**config.mk**
```make
export PLATFORM = sky130hd
export DESIGN_NAME = l1_coh_ctrl
export DESIGN_NICKNAME = d
export VERILOG_FILES = /design/src/rtl/coh_pkg.sv /design/src/rtl/coh_cpu_xfer.sv /design/src/rtl/coh_snoop_xfer.sv /design/src/rtl/coh_pend_slot.sv /design/src/rtl/l1_coh_ctrl.sv
export SDC_FILE = /design/constraint.sdc
export NUM_CORES = 1
export LEC_CHECK = 0
export BUFFER_PORTS_ARGS = -buffer_cell sky130_fd_sc_hd__buf_2
export CAP_MARGIN = 20
export CELL_PAD_IN_SITES_DETAIL_PLACEMENT = 0
export CELL_PAD_IN_SITES_GLOBAL_PLACEMENT = 1
export CORE_MARGIN = 3
export CORE_UTILIZATION = 29
export DETAILED_ROUTE_END_ITERATION = 10
export GPL_ROUTABILITY_DRIVEN = 0
export PLACE_DENSITY_LB_ADDON = 0.1
export SLEW_MARGIN = 5
export SYNTH_ARGS = -nofsm -noshare
export SYNTH_HDL_FRONTEND = slang
export SYNTH_SLANG_ARGS = --single-unit
```
**constraint.sdc**
```tcl
create_clock -name clk -period 3.55 [get_ports clk]
set_clock_uncertainty 0.05 [all_clocks]
set_input_delay 0.71 -clock clk [delete_from_list [all_inputs] [get_ports clk]]
set_output_delay 0.71 -clock clk [all_outputs]
set_load 0.01 [all_outputs]
```
**src/rtl/coh_pkg.sv**
```systemverilog
package coh_pkg;
   typedef enum logic [2:0] {
      ST_I = 3'd0, ST_S = 3'd1, ST_EC = 3'd2,
      ST_ED = 3'd3, ST_NC = 3'd4, ST_ND = 3'd5
   } lstate_t;

   typedef enum logic [2:0] {
      OP_LOAD = 3'd0, OP_STORE = 3'd1, OP_FILL = 3'd2,
      OP_EVICT = 3'd3, OP_WBACK = 3'd4
   } cpu_op_t;

   typedef enum logic [1:0] {
      BK_RDSH = 2'd0, BK_RDEX = 2'd1, BK_UPG = 2'd2, BK_RDNC = 2'd3
   } bkind_t;

   function automatic logic st_valid(lstate_t s);
      return s != ST_I;
   endfunction
endpackage

```
**src/rtl/coh_cpu_xfer.sv**
```systemverilog
module coh_cpu_xfer
   import coh_pkg::*;
(
   input  logic [2:0] op_i,
   input  lstate_t    cur_i,
   input  logic       nc_i,
   input  logic       excl_i,
   output lstate_t    nxt_o,
   output logic       need_bus_o,
   output bkind_t     kind_o,
   output logic       hit_o,
   output logic       wb_o
);
   always_comb begin
      nxt_o      = cur_i;
      need_bus_o = 1'b0;
      kind_o     = BK_RDSH;
      hit_o      = st_valid(cur_i);
      wb_o       = 1'b0;
      case (cpu_op_t'(op_i))
         OP_LOAD: ;
         OP_STORE: begin
            case (cur_i)
               ST_S: begin
                  need_bus_o = 1'b1;
                  kind_o     = BK_UPG;
               end
               ST_EC, ST_ED: nxt_o = ST_ED;
               ST_NC, ST_ND: nxt_o = ST_ND;
               default: ;
            endcase
         end
         OP_FILL: begin
            if (cur_i == ST_I) begin
               need_bus_o = 1'b1;
               kind_o     = nc_i ? BK_RDNC : (excl_i ? BK_RDEX : BK_RDSH);
            end
         end
         OP_EVICT: begin
            wb_o  = (cur_i == ST_ED) || (cur_i == ST_ND);
            nxt_o = ST_I;
         end
         OP_WBACK: begin
            if (cur_i == ST_ED) begin
               nxt_o = ST_EC;
               wb_o  = 1'b1;
            end else if (cur_i == ST_ND) begin
               nxt_o = ST_NC;
               wb_o  = 1'b1;
            end
         end
         default: hit_o = 1'b0;
      endcase
   end
endmodule

```
**src/rtl/coh_snoop_xfer.sv**
```systemverilog
module coh_snoop_xfer
   import coh_pkg::*;
(
   input  lstate_t cur_i,
   input  logic    excl_i,
   output lstate_t nxt_o,
   output logic    supply_o,
   output logic    wb_o
);
   always_comb begin
      nxt_o    = cur_i;
      supply_o = 1'b0;
      wb_o     = 1'b0;
      case (cur_i)
         ST_S:  nxt_o = excl_i ? ST_I : ST_S;
         ST_EC: begin
            supply_o = 1'b1;
            nxt_o    = excl_i ? ST_I : ST_S;
         end
         ST_ED: begin
            supply_o = 1'b1;
            wb_o     = 1'b1;
            nxt_o    = excl_i ? ST_I : ST_S;
         end
         default: ;
      endcase
   end
endmodule

```
**src/rtl/coh_pend_slot.sv**
```systemverilog
module coh_pend_slot
   import coh_pkg::*;
#(
   parameter int IDX_W = 2
) (
   input  logic             clk,
   input  logic             rst_n,
   input  logic             start_i,
   input  logic [IDX_W-1:0] start_idx_i,
   input  bkind_t           start_kind_i,
   input  logic             start_store_i,
   input  logic             own_i,
   input  logic             data_i,
   input  logic             lose_i,
   input  logic             lose_ex_i,
   output logic             v_o,
   output logic [IDX_W-1:0] idx_o,
   output bkind_t           kind_o,
   output logic             store_o,
   output logic             owned_o,
   output logic             lost_o,
   output logic             lost_ex_o
);
   always_ff @(posedge clk) begin
      if (!rst_n) begin
         v_o       <= 1'b0;
         idx_o     <= '0;
         kind_o    <= BK_RDSH;
         store_o   <= 1'b0;
         owned_o   <= 1'b0;
         lost_o    <= 1'b0;
         lost_ex_o <= 1'b0;
      end else if (start_i && !v_o) begin
         v_o       <= 1'b1;
         idx_o     <= start_idx_i;
         kind_o    <= start_kind_i;
         store_o   <= start_store_i;
         owned_o   <= 1'b0;
         lost_o    <= 1'b0;
         lost_ex_o <= 1'b0;
      end else if (v_o && !owned_o && own_i) begin
         owned_o <= 1'b1;
      end else if (v_o && owned_o && data_i) begin
         v_o     <= 1'b0;
         owned_o <= 1'b0;
         lost_o  <= 1'b0;
      end else if (v_o && owned_o && lose_i) begin
         lost_o    <= 1'b1;
         lost_ex_o <= lost_ex_o | lose_ex_i;
      end
   end
endmodule

```
**src/rtl/l1_coh_ctrl.sv**
```systemverilog
module l1_coh_ctrl
   import coh_pkg::*;
#(
   parameter int NLINES     = 4,
   parameter int ADDR_W     = 32,
   parameter int LINE_BYTES = 32
) (
   input  logic                  clk,
   input  logic                  rst_n,
   input  logic                  cpu_valid,
   input  logic [2:0]            cpu_op,
   input  logic [ADDR_W-1:0]     cpu_addr,
   input  logic                  cpu_nc,
   input  logic                  cpu_excl,
   output logic                  cpu_ready,
   output logic                  cpu_done,
   output logic                  cpu_hit,
   output logic                  cpu_wb,
   output logic                  bus_req_valid,
   output logic [1:0]            bus_req_kind,
   output logic [ADDR_W-1:0]     bus_req_addr,
   input  logic                  bus_own,
   input  logic                  bus_data,
   input  logic                  snp_valid,
   input  logic                  snp_excl,
   input  logic [ADDR_W-1:0]     snp_addr,
   output logic                  snp_supply,
   output logic                  snp_wb,
   output logic [3*NLINES-1:0]   line_state
);
   localparam int OFFS  = $clog2(LINE_BYTES);
   localparam int IDX_W = $clog2(NLINES);

   generate
      if (NLINES < 2 || (NLINES & (NLINES - 1)) != 0) begin : g_bad_lines
         $error("NLINES must be a power of two, at least 2");
      end
      if (LINE_BYTES < 2 || (LINE_BYTES & (LINE_BYTES - 1)) != 0) begin : g_bad_line
         $error("LINE_BYTES must be a power of two, at least 2");
      end
      if (ADDR_W <= OFFS + IDX_W) begin : g_bad_addr
         $error("ADDR_W too narrow for line index and offset");
      end
   endgenerate

   logic [IDX_W-1:0] cpu_idx, snp_idx;
   lstate_t cur_cpu, cur_snp, cpu_nxt, snp_nxt, land_st;
   logic    need_bus, cpu_hit_c, cpu_wb_c, snp_sup_c, snp_wb_c;
   bkind_t  cpu_kind;
   logic             pend_v, pend_store, pend_owned, pend_lost, pend_lost_ex;
   logic [IDX_W-1:0] pend_idx;
   bkind_t           pend_kind;
   logic cpu_go, start, snp_on_pend, snp_apply, land;

   assign cpu_idx = cpu_addr[OFFS +: IDX_W];
   assign snp_idx = snp_addr[OFFS +: IDX_W];
   assign cur_cpu = lstate_t'(line_state[int'(cpu_idx)*3 +: 3]);
   assign cur_snp = lstate_t'(line_state[int'(snp_idx)*3 +: 3]);

   assign cpu_ready = !pend_v && !snp_valid;
   assign cpu_go    = cpu_valid && cpu_ready;
   assign start     = cpu_go && need_bus;

   coh_cpu_xfer u_cpu (
      .op_i(cpu_op), .cur_i(cur_cpu), .nc_i(cpu_nc), .excl_i(cpu_excl),
      .nxt_o(cpu_nxt), .need_bus_o(need_bus), .kind_o(cpu_kind),
      .hit_o(cpu_hit_c), .wb_o(cpu_wb_c)
   );

   coh_snoop_xfer u_snp (
      .cur_i(cur_snp), .excl_i(snp_excl),
      .nxt_o(snp_nxt), .supply_o(snp_sup_c), .wb_o(snp_wb_c)
   );

   assign snp_on_pend = snp_valid && pend_v && pend_owned &&
                        (pend_kind != BK_RDNC) && (snp_idx == pend_idx);
   assign snp_apply   = snp_valid && !snp_on_pend;
   assign land        = bus_data && pend_v && pend_owned;

   coh_pend_slot #(.IDX_W(IDX_W)) u_pend (
      .clk(clk), .rst_n(rst_n),
      .start_i(start), .start_idx_i(cpu_idx), .start_kind_i(cpu_kind),
      .start_store_i(cpu_op == OP_STORE),
      .own_i(bus_own), .data_i(bus_data),
      .lose_i(snp_on_pend), .lose_ex_i(snp_excl),
      .v_o(pend_v), .idx_o(pend_idx), .kind_o(pend_kind), .store_o(pend_store),
      .owned_o(pend_owned), .lost_o(pend_lost), .lost_ex_o(pend_lost_ex)
   );

   always_comb begin
      case (pend_kind)
         BK_RDNC: land_st = ST_NC;
         BK_RDSH: land_st = ST_S;
         BK_RDEX: land_st = ST_EC;
         default: land_st = ST_ED;
      endcase
      if (pend_store) land_st = ST_ED;
      if (pend_lost)  land_st = pend_lost_ex ? ST_I : ST_S;
   end

   generate
      for (genvar i = 0; i < NLINES; i++) begin : g_line
         lstate_t st_r;
         always_ff @(posedge clk) begin
            if (!rst_n)
               st_r <= ST_I;
            else if (land && pend_idx == IDX_W'(i))
               st_r <= land_st;
            else if (snp_apply && snp_idx == IDX_W'(i))
               st_r <= snp_nxt;
            else if (cpu_go && !need_bus && cpu_idx == IDX_W'(i))
               st_r <= cpu_nxt;
         end
         assign line_state[i*3 +: 3] = st_r;
      end
   endgenerate

   always_ff @(posedge clk) begin
      if (!rst_n) begin
         cpu_done   <= 1'b0;
         cpu_hit    <= 1'b0;
         cpu_wb     <= 1'b0;
         snp_supply <= 1'b0;
         snp_wb     <= 1'b0;
      end else begin
         cpu_done   <= (cpu_go && !need_bus) || land;
         cpu_hit    <= land ? pend_store : (cpu_go && !need_bus && cpu_hit_c);
         cpu_wb     <= cpu_go && !need_bus && cpu_wb_c;
         snp_supply <= (snp_apply && snp_sup_c) || (land && pend_lost);
         snp_wb     <= (snp_apply && snp_wb_c) || (land && pend_lost && pend_store);
      end
   end

   assign bus_req_valid = pend_v && !pend_owned;
   assign bus_req_kind  = pend_kind;
   assign bus_req_addr  = ADDR_W'({pend_idx, {OFFS{1'b0}}});

   logic unused_bits;
   assign unused_bits = ^{cpu_addr[ADDR_W-1:OFFS+IDX_W], cpu_addr[OFFS-1:0],
                          snp_addr[ADDR_W-1:OFFS+IDX_W], snp_addr[OFFS-1:0]};
endmodule

```
==> flow_summary.yaml <==
outcome:
  status: "finished, final reports clean"
logic_synthesis:
  synth_area_per_cell_um2: 8.153
  synth_edf_count: 0
  ys_seq_elements: 26
  synth_flop_cell: "dfxtp_1"
  synthSimpleGateAreaFrac_pct: 25.46
  yosysUniqueCellTypes: 57
  syn_area_mm2: 0.002054
  async_flop_share_pct: 0
  yosys_warnings: 0
  synthAdderAreaFrac_pct: 2.436
  synth_xor_xnor_area_share_pct: 1.279
  ys_seq_area_share_pct: 25.33
  synthCells: 252
  synthMuxAreaShare_pct: 11.69
  synth_top_family_by_area: "simple AND/OR/NAND/NOR gates"
  synth_compound_area_share_pct: 17.97
die:
  fp.dieArea_mm2: 0.008131
  initial_core_util_pct: 30.07
  boundaryPins: 129
  core_area_mm2: 0.006832
  die_w_um: 90.17
  die_y_um: 90.17
  num_rows: 30
setup_path:
  worstPathArrival_ps: 2870
  endpoint_kind: "flip-flop"
  path_buf_inv: 1
  critPathMaxFanout: 8
  max_stage_delay_ps: 590
  crit_slowest_cell: "mux4_2"
  worst_setup_path_start_kind: "input port"
  path_class: "in2reg"
  crit_chain: "buf_2, mux4_2, or2_4, nor3_4, nand2_4, or4b_1, a21boi_1"
  worstPathRequired_ps: 3710
  cp_top_family: "simple AND/OR/NAND/NOR gates"
timing:
  hold_viol_final: 0
  tightestPinTransition_ps: 828.4
  finalSetupViolCount: 0
  tns_ps: 0
  drv_slew: 0
  fin_crit_sh_pct: 76.11
  period_needed_ps: 2702
  relSlewSlack_pct: 44.40
  max_freq_mhz: 370.1
  grt_setup_unrepaired: "false"
pwr:
  peakVddDrop_uv: 120.0
  p_leak_nw: 0.9582
  p_per_area_mw_per_mm2: 258.6
route:
  drt_wl_total_um: 5623
  wl_per_cell_um: 14.72
  drc_errors: 0
  antenna_left: 0
  vias_per_cell: 4.728
  dr_total_vias: 1806
  drt-pass1-iter-count: 4
  drt_iter0_drc: 71
cells_and_area:
  drive_gt1_share_pct: 21.68
  final_cell_mix: "38 x buf_2, 30 x conb_1, 28 x nand2_1"
  ff_latch_area_um2: 520.5
  num_antenna_cells: 0
  layout.cells.non_filler: 382
  layout_commonest_cell: "buf_2"
  syn_to_final_growth_pct: 10.17
  multi_input_area_mm2: 0.001321
  fillers: 783
  nets: 367
placed_design:
  dp_hpwl_um: 4374
  dp_cells: 378
  numPortBuffers: 38
clocking:
  clock_sinks: 26
  clk_path_buf_depth: 2
  clock_latency_ps: 270
  cts_tree: "yes"
  cts_htree_levels: 1
  cts_buffers: 3
  path_clk_slew_ps: 100
  post_cts_buffers: 0
  post_cts_resized: 0
  cts-root-buf: "clkbuf_8"
  cts_hold_buf: 0
grt:
  grt_max_degree: 32
  grt_overflow_total: 0
  antenna_found_initial: 0
  grt_usage_pct: 13.94
  grt_pass1_wl_um: 9246
  grt_pass1_vias: 1731
worst_hold_path:
  min_path_type: "reg2reg"
flow_run:
  maxCapViolCount: 0
==> tightest hold or removal path: stages, from the launching register on <==
cell and delay (ps):
dfxtp_1 340, nand3_1 70, nand2_1 50
==> area by class of cell <==
| cell class | count | share of cell area [%] |
|---|---|---|
| Clock buffer | 4 | 2.432 |
| Timing Repair Buffer | 41 | 9.397 |
| Inverter | 9 | 1.493 |
| Multi-Input combinational cell | 206 | 58.37 |
| Tap cell | 96 | 5.307 |
| Sequential cell | 26 | 23.00 |
==> state kept, by name, summed over array words and instances (netlist names) <==
| name | flops |
|---|---|
| cpu_done | 1 |
| cpu_hit | 1 |
| cpu_wb | 1 |
| g_line.st_r | 12 |
| snp_supply | 1 |
| snp_wb | 1 |
| u_pend.idx_o | 2 |
| u_pend.kind_o | 2 |
| u_pend.lost_ex_o | 1 |
| u_pend.lost_o | 1 |
| u_pend.owned_o | 1 |
| u_pend.store_o | 1 |
| u_pend.v_o | 1 |
==> stage by stage <==
step                hold slack [ps]  util [%]  power, mW  instance area, µm²  setup WS (ps)
finish                        442.0     33.13     0.5854                2263          848.2
global route                  481.7     33.13     0.6188                2263          682.1
CTS                           450.3     33.13     0.5955                2263          835.2
detailed placement            427.0     32.33     0.3920                2208          536.0
global placement              413.0     32.33     0.3923                2208          504.4
floorplan                     388.0         -     0.3902                2163          860.8
==> synth_stat cells (5+ instances only) <==
| cell | n | area, µm² |
|---|---|---|
| o22ai_1 | 6 | 37.54 |
| mux4_2 | 6 | 135.1 |
| dfxtp_1 | 26 | 520.5 |
| mux2i_1 | 6 | 60.06 |
| nand3_1 | 12 | 60.06 |
| nor2b_1 | 10 | 62.56 |
| buf_4 | 30 | 225.2 |
| a21boi_0 | 6 | 45.04 |
| inv_1 | 9 | 33.78 |
| nand3b_1 | 5 | 37.54 |
| nand2_1 | 28 | 105.1 |
| o21ai_0 | 15 | 75.07 |
| nor2_1 | 18 | 67.56 |
| clkbuf_1 | 6 | 22.52 |
==> power breakdown <==
group	leakage, nW	internal, mW	switching [mW]
logic	0.720	0.0288	0.0601
registers	0.210	0.294	0.00322
clock network	0.0288	0.0993	0.100
==> cells by family (layout without fill, tap and decap cells) <==
group / count (synthesis) / after routing
flip-flops: 26 / 26
XOR/XNOR: 3 / 3
adder cells (fa/ha/maj): 4 / 4
other: 1 / 30
AO/OA/AOI/OAI: 54 / 54
multiplexers: 16 / 16
buffers and inverters: 49 / 54
AND/OR/NAND/NOR: 99 / 99
==> path summary, 6_finish.rpt <==
path | start | end | slack (ps) | cells after the start
setup / recovery | cpu_addr[6] | u_pend.store_o | 850 | 7
hold / removal | g_line[2].st_r[2] | g_line[2].st_r[2] | 440 | 2
setup reg to reg | u_pend.kind_o[1] | g_line[3].st_r[2] | 1140 | 6
hold reg to reg | g_line[2].st_r[2] | g_line[2].st_r[2] | 440 | 2
==> routing by layer <==
layer  vias up  wire length [µm]  global-route usage, %
li1        914                 -                      -
met1       834              2732                  19.41
met4         0                35                  4.209
met3         2               243                  1.590
met5         -                 0                      0
met2        56              2611                  22.59
No activity file was read; power rests on OpenSTA's default activity.
